File: config.mk
export PLATFORM = sky130hd
export DESIGN_NAME = seg_type_decode
export DESIGN_NICKNAME = d
export VERILOG_FILES = /design/src/rtl/seg_load_pkg.sv /design/src/rtl/seg_type_decode.sv
export SDC_FILE = /design/constraint.sdc
export NUM_CORES = 1
export LEC_CHECK = 0
export BUFFER_PORTS_ARGS = -buffer_cell sky130_fd_sc_hd__buf_4
export CORE_AREA = 5 5 42 44
export DETAILED_ROUTE_END_ITERATION = 10
export DIE_AREA = 0 0 47 49
export RECOVER_POWER = 50
export SETUP_SLACK_MARGIN = 0.5
export SYNTH_ARGS = -nofsm -noshare
export SYNTH_HDL_FRONTEND = slang
export SYNTH_SLANG_ARGS = --single-unit
File: constraint.sdc
create_clock -name vclk -period 2
set_clock_uncertainty 0.05 [all_clocks]
set_input_delay 0.3 -clock vclk [all_inputs]
set_output_delay 0.3 -clock vclk [all_outputs]
set_load 0.05 [all_outputs]
File: src/rtl/seg_load_pkg.sv
// Shared codes for the descriptor load checker. Assumes the access-byte
// layout described in the brief; all other modules import this package.
package seg_load_pkg;

    localparam int ACC_W   = 8;
    localparam int TGT_W   = 3;
    localparam int TBL_W   = 2;
    localparam int CLS_W   = 4;

    // access-byte bit positions
    localparam int BIT_P   = 7;
    localparam int BIT_S   = 4;
    localparam int BIT_X   = 3;
    localparam int BIT_RW  = 1;
    localparam int TYPE_W  = 4;

    typedef enum logic [TGT_W-1:0] {
        TGT_CS   = 3'd0,
        TGT_DS   = 3'd1,
        TGT_ES   = 3'd2,
        TGT_SS   = 3'd3,
        TGT_LDTR = 3'd4,
        TGT_TR   = 3'd5,
        TGT_GATE = 3'd6,
        TGT_NONE = 3'd7
    } target_e;

    typedef enum logic [TBL_W-1:0] {
        TBL_GLOBAL = 2'd0,
        TBL_LOCAL  = 2'd1,
        TBL_INTR   = 2'd2,
        TBL_RSVD   = 2'd3
    } table_e;

    typedef enum logic [CLS_W-1:0] {
        CLS_NULL    = 4'd0,
        CLS_CODE    = 4'd1,
        CLS_DATA    = 4'd2,
        CLS_TSS16   = 4'd3,
        CLS_TSS32   = 4'd4,
        CLS_LTAB    = 4'd5,
        CLS_CALL16  = 4'd6,
        CLS_CALL32  = 4'd7,
        CLS_TASKG   = 4'd8,
        CLS_INT16   = 4'd9,
        CLS_TRAP16  = 4'd10,
        CLS_INT32   = 4'd11,
        CLS_TRAP32  = 4'd12,
        CLS_INVALID = 4'd15
    } class_e;

endpackage

File: src/rtl/seg_type_decode.sv
// Classifies a descriptor from its access byte. Purely combinational.
// Assumes the caller handles the null selector separately.
module seg_type_decode
    import seg_load_pkg::*;
(
    input  logic [ACC_W-1:0] acc,
    output class_e           cls,
    output logic             busy,
    output logic             clr_if
);

    // map segment flag and type nibble to a class code
    always_comb begin
        cls = CLS_INVALID;
        if (acc[BIT_S]) begin
            cls = acc[BIT_X] ? CLS_CODE : CLS_DATA;
        end else begin
            case (acc[TYPE_W-1:0])
                4'h1, 4'h3: cls = CLS_TSS16;
                4'h9, 4'hB: cls = CLS_TSS32;
                4'h2:       cls = CLS_LTAB;
                4'h4:       cls = CLS_CALL16;
                4'hC:       cls = CLS_CALL32;
                4'h5:       cls = CLS_TASKG;
                4'h6:       cls = CLS_INT16;
                4'h7:       cls = CLS_TRAP16;
                4'hE:       cls = CLS_INT32;
                4'hF:       cls = CLS_TRAP32;
                default:    cls = CLS_INVALID;
            endcase
        end
    end

    // busy bit of task-state descriptors, interrupt-flag clearing of gates
    always_comb begin
        busy   = ((cls == CLS_TSS16) || (cls == CLS_TSS32)) && acc[BIT_RW];
        clr_if = (cls == CLS_INT16) || (cls == CLS_INT32);
    end

endmodule

==> impl_metrics.tcl, run 1 <==
set metrics [dict create \
    drtAntennaViolNets 0 \
    p_leak_nw 0.323 \
    synth.distinct_cells 21 \
    worstSetupStartpointType "input pin" \
    rsz0062_at_grt "yes" \
    required_ns 1.65 \
    vias_per_cell 4.69 \
    end_kind "output pin" \
    syn_avg_cell_area_um2 7.90 \
    synth_cells 38 \
    rows 14 \
    crit_slowest_cell "or4_4" \
    drive_gt1_share_pct 78.3 \
    fmax_ghz 0.451 \
    wl_per_cell_um 11.2 \
    syn_nets 52 \
    setup_viol 2 \
    n_sequential_cell 0 \
    synth_xor_area_share_pct 0 \
    die_h_um 49 \
    io_buffer_count 11 \
    min_delay_path_depth 4 \
    min_to "cls[1]" \
    worst_slack_ns -0.217 \
    critical_path_class "input pin to output pin" \
    p_int_mw 0.107 \
    synthSimpleGateAreaFrac_pct 25.0 \
    cp_max_fo 4 \
    comb_power_share_pct 100.0 \
    maxCapViolCount 0 \
    clkbuf_count 0 \
    final_util_pct 53.8 \
    layout_commonest_cell "buf_4" \
    dieArea_mm2 0.00230 \
    hold_path_class "input pin to output pin" \
    drc 0 \
    synth_top_family_by_area "compound AO/OA/AOI/OAI gates" \
    grt_remaining_overflow 0 \
    fill_cells 122 \
    antenna_found_initial 0 \
    start_util_pct 21.4 \
    firstDrtPassIters 1 \
    fin_area_um2 753 \
    synthTopCellsByArea "ha_1, nor2b_1, a211oi_2" \
    multi_input_area_um2 418 \
    place_ws_ns -0.392 \
    synth-adder-area-share_pct 25.0 \
    power.density_mw_per_mm2 280 \
    fin_crit_ns 2.22 \
    hpwl_um 639 \
    cp_cell_sequence "buf_8 > inv_4 > ha_4 > mux2i_2 > o21ba_1 > or4_4 > a211oi_4 > buf_6" \
    yosysTopAreaCellShare_pct 25.0 \
    switching_share_pct 49.5 \
    syn_area_um2 300 \
    cpPeakStageDelay_ns 0.50 \
    instances_no_fill 85 \
    ys_seq_area_share_pct 0 \
    status "finished with violations" \
    violations "setup timing" \
    cp_num_buf_inv 3 \
    core_mm2 0.00140 \
    yosys.area.top_type "ha_1" \
    nets 85 \
    muxShareOfSynthArea_pct 10.8 \
    most-common-layout-cells "buf_4, buf_8, buf_6, nor2b_1, ha_4" \
    grt_pass1_wl_mm 1.59 \
    crit_family "simple AND/OR/NAND/NOR gates" \
    switching_power_mw 0.104 \
    irDropWorstVdd_mv 0.0982 \
    regArea_um2 0 \
    grt_pass1_vias 397 \
    dpl_cell_area_um2 541 \
    synth_warnings 0 \
    place.gp.congestion 0.693 \
    drt_iter0_markers 0 \
    hold_buffers 0 \
    synth_compound_area_share_pct 30.4 \
    slew-limit-headroom_pct 81.8 \
    area_growth_pct 151 \
    slew_viol_final 0 \
    grt_max_degree 9 \
    num_antenna_cells 0 \
    hp-start "acc[4]" \
    arrival_ns 1.87 \
    dp.cells 78 \
    wirelength_um 954 \
    tightest_slew_ns 0.272 \
    die_x_um 47 \
    grt_use_total_pct 8.57 \
    pwr-share-clk_pct 0 \
    ios 14 \
    period_share_pct 111 \
    p_seq_share_pct 0 \
    vias 399 \
    final_hold_viol_count 0 \
]
==> area by class of cell <==
class	count	area share, %
timing repair buffer	32	38.5
multi-input combinational	33	55.5
inverter	4	3.32
tap	16	2.66
==> through the flow <==
stage | hold WS (ns) | power (mW) | setup TNS [ns]
floorplan | 0.763 | 0.0912 | -0.897
global placement | 1.02 | 0.148 | -0.614
detailed placement | 1.01 | 0.149 | -0.641
CTS | 0.955 | 0.195 | -0.279
global route | 0.989 | 0.225 | -0.472
finish | 0.958 | 0.211 | -0.345
==> worst min-delay path: cells and delay by family <==
kind,cells,cell delay [ns]
buffers and inverters,2,0.28
AOI/OAI and AO/OA,1,0.07
and+or+nand+nor,1,0.06
==> metal layers <==
layer / share of wire [%] / vias up / global-route usage [%]
met4: 0 / 0 / 0
met3: 4.8 / 0 / 0
li1: - / 199 / -
met5: 0 / - / 0
met2: 53 / 7 / 14.7
met1: 42 / 193 / 12.4
==> timing repair <==
action | CTS | global route
setup buffers | 6 | 1
hold endpoints to repair | 0 | 0
pin swaps | 10 | 1
gates cloned | 0 | 0
endpoints found under the setup margin | 6 | 6
resized for setup | 30 | 9
==> cells by family (layout without fill, tap and decap cells) <==
family | Yosys count | in the layout
and+or+nand+nor | 13 | 13
AOI/OAI and AO/OA | 11 | 11
adders and majority gates | 6 | 6
buffers and inverters | 5 | 36
muxes | 3 | 3
==> worst max-delay path by stage <==
stage / endpoint / start / cells past startpoint
after floorplan: busy / acc[2] / 5
after global placement: busy / acc[0] / 8
after detailed placement: busy / acc[0] / 8
after CTS: busy / acc[0] / 8
after global routing: busy / acc[1] / 8
final: busy / acc[1] / 8
==> cells in the mapped netlist <==
cell	count
ha_1	6
nor2b_1	6
inv_1	4
nand2_1	3
a211oi_2	2
mux2_2	2
a211oi_1	1
a21oi_1	1
a31oi_1	1
buf_6	1
mux2i_1	1
nand2b_1	1
nand3_1	1
nor3b_1	1
o211ai_1	1
o21ai_0	1
o21ba_1	1
o21bai_1	1
o311a_1	1
o31ai_1	1
or4_1	1
==> power by group through the flow <==
stage,Sequential [mW],Clock (mW),Combinational (mW)
floorplan,0,0,0.0912
global placement,0,0,0.148
detailed placement,0,0,0.149
CTS,0,0,0.195
global route,0,0,0.225
finish,0,0,0.211
(Power assumes the default switching activity.)
==> run 2: changes to the inputs <==
--- a/config.mk
+++ b/config.mk
@@ -5,6 +5,7 @@
 export SDC_FILE = /design/constraint.sdc
 export NUM_CORES = 1
 export LEC_CHECK = 0
+export ABC_AREA = 1
 export BUFFER_PORTS_ARGS = -buffer_cell sky130_fd_sc_hd__buf_4
 export CORE_AREA = 5 5 42 44
 export DETAILED_ROUTE_END_ITERATION = 10
==> run 2 against run 1 <==
Effect of this change:
- the flow now finishes without violations
- critical endpoint unchanged
- critical path depth is 6 higher
- hold slack better by 0.13 ns
- largest power group unchanged
- clock-buffer cell count unchanged
- non-clock buffer count decreased by 15
- global-route usage decreased by 2.5 points
==> impl_metrics.tcl, run 2 <==
set metrics [dict create \
    status "finished, final reports clean" \
    start_util_pct 20.2 \
    pwr-share-clk_pct 0 \
    setup_viol 0 \
    antenna_found_initial 0 \
    critical_path_class "input pin to output pin" \
    maxCapViolCount 0 \
    final_util_pct 44.6 \
    wirelength_um 775 \
    hold_path_class "input pin to output pin" \
    vias 369 \
    syn_avg_cell_area_um2 5.14 \
    ios 14 \
    syn_nets 69 \
    core_mm2 0.00140 \
    grt_use_total_pct 6.04 \
    drc 0 \
    synthTopCellsByArea "ha_1, nand2_1, inv_1" \
    num_antenna_cells 0 \
    slew-limit-headroom_pct 60.7 \
    place.gp.congestion 0.733 \
    synth.most_common_cell "nand2_1" \
    yosysTopAreaCellShare_pct 26.5 \
    period_share_pct 89.3 \
    dieArea_mm2 0.00230 \
    drive_gt1_share_pct 62.5 \
    tns_ns 0 \
    instances_no_fill 88 \
    clkbuf_count 0 \
    syn_area_um2 283 \
    synthTopCellsByCount "nand2_1, inv_1, ha_1, nor2_1, a21oi_1" \
    grt_pass1_wl_mm 1.14 \
    tightest_slew_ns 0.593 \
    power.density_mw_per_mm2 286 \
    grt_pass1_vias 295 \
    die_x_um 47 \
    ys_seq_area_share_pct 0 \
    p_int_mw 0.0724 \
    area_growth_pct 121 \
    n_sequential_cell 0 \
    synth_warnings 0 \
    comb_power_share_pct 100.0 \
    fin_crit_ns 1.79 \
    switching_power_mw 0.106 \
    die_h_um 49 \
    yosys.area.top_type "ha_1" \
    dp.cells 83 \
    wl_per_cell_um 8.81 \
    rsz0062_at_grt "yes" \
    vias_per_cell 4.19 \
    hpwl_um 587 \
    drt_iter0_markers 4 \
    slew_viol_final 0 \
    drtAntennaViolNets 0 \
    nets 88 \
    regArea_um2 0 \
    rows 14 \
    p_leak_nw 0.303 \
    fmax_ghz 0.560 \
    end_kind "output pin" \
    io_buffer_count 11 \
    switching_share_pct 59.4 \
    irDropWorstVdd_mv 0.125 \
    cp_max_fo 5 \
    worstSetupStartpointType "input pin" \
    most-common-layout-cells "nand2_1, nand2_2, buf_4, buf_6, inv_1" \
    synth.distinct_cells 10 \
    grt_max_degree 8 \
    required_ns 1.65 \
    dpl_cell_area_um2 467 \
    layout_commonest_cell "nand2_1" \
    fill_cells 158 \
    p_seq_share_pct 0 \
    arrival_ns 1.44 \
    hold_buffers 0 \
    firstDrtPassIters 4 \
    grt_remaining_overflow 0 \
    final_hold_viol_count 0 \
    fin_area_um2 624 \
    synth_cells 55 \
]
[run 2: cell count changes in the layout (fill, tap and decap cells not counted), moves of 3 or more]
cell,change
inv_2,+3
buf_4,-13
inv_1,+4
buf_8,-5
nand3_2,+4
nand2_1,+12
nor2b_1,-4
nand2_2,+6
nor2_1,+4
[run 2: layer usage]
metal  global-route usage [%]  share of wire [%]  vias to the layer above
li1                         -                  -                      200
met1                     8.48                 38                      161
met2                     10.6                 57                        8
met3                        0                4.8                        0
met4                        0                  0                        0
met5                        0                  0                        -
[run 2: what timing repair did]
item	in CTS	in global routing
endpoints found under the hold margin	0	0
pin swaps	6	5
endpoints found under the setup margin	5	6
setup buffers	4	1
gates resized for setup	12	21
[run 2: final cells by class]
class                      count  area, um^2  share of cell area, %
inverter                      12        66.3                   10.6
multi-input combinational     43         362                   57.9
tap                           16        20.0                   3.21
timing repair buffer          17         176                   28.3
[run 2: power by group through the flow]
stage	sequential [mW]	combinational, mW	clock [mW]
global route	0	0.192	0
global placement	0	0.141	0
finish	0	0.179	0
floorplan	0	0.101	0
detailed placement	0	0.142	0
CTS	0	0.161	0
[run 2: final timing paths]
check	slack [ns]	startpoint	depth (start not counted)	end
worst min-delay path	1.09	acc[2]	7	clr_if
worst max-delay path	0.21	acc[1]	14	busy
[run 2: worst max-delay path: stages]
cell,delay (ns)
buf_12,0.10
inv_6,0.03
ha_4,0.25
inv_2,0.03
nand2_2,0.06
nand3_2,0.05
nand2_1,0.10
nand2_4,0.06
inv_2,0.06
nand2_2,0.05
nand2_1,0.06
nand2_2,0.06
nor2_4,0.07
buf_6,0.15
[run 2: cells by family after synthesis]
| group | Yosys count | share of synthesized area [%] |
|---|---|---|
| and+or+nand+nor | 32 | 48.7 |
| AOI/OAI and AO/OA | 5 | 8.85 |
| buffers and inverters | 12 | 15.9 |
| adders and majority gates | 6 | 26.5 |
[run 2: stage by stage]
stage	setup WS (ns)	power, mW	hold slack (ns)
floorplan	0.160	0.101	0.775
global placement	0.0539	0.141	1.05
detailed placement	0.0497	0.142	1.05
CTS	0.221	0.161	1.05
global route	0.128	0.192	1.13
finish	0.214	0.179	1.09
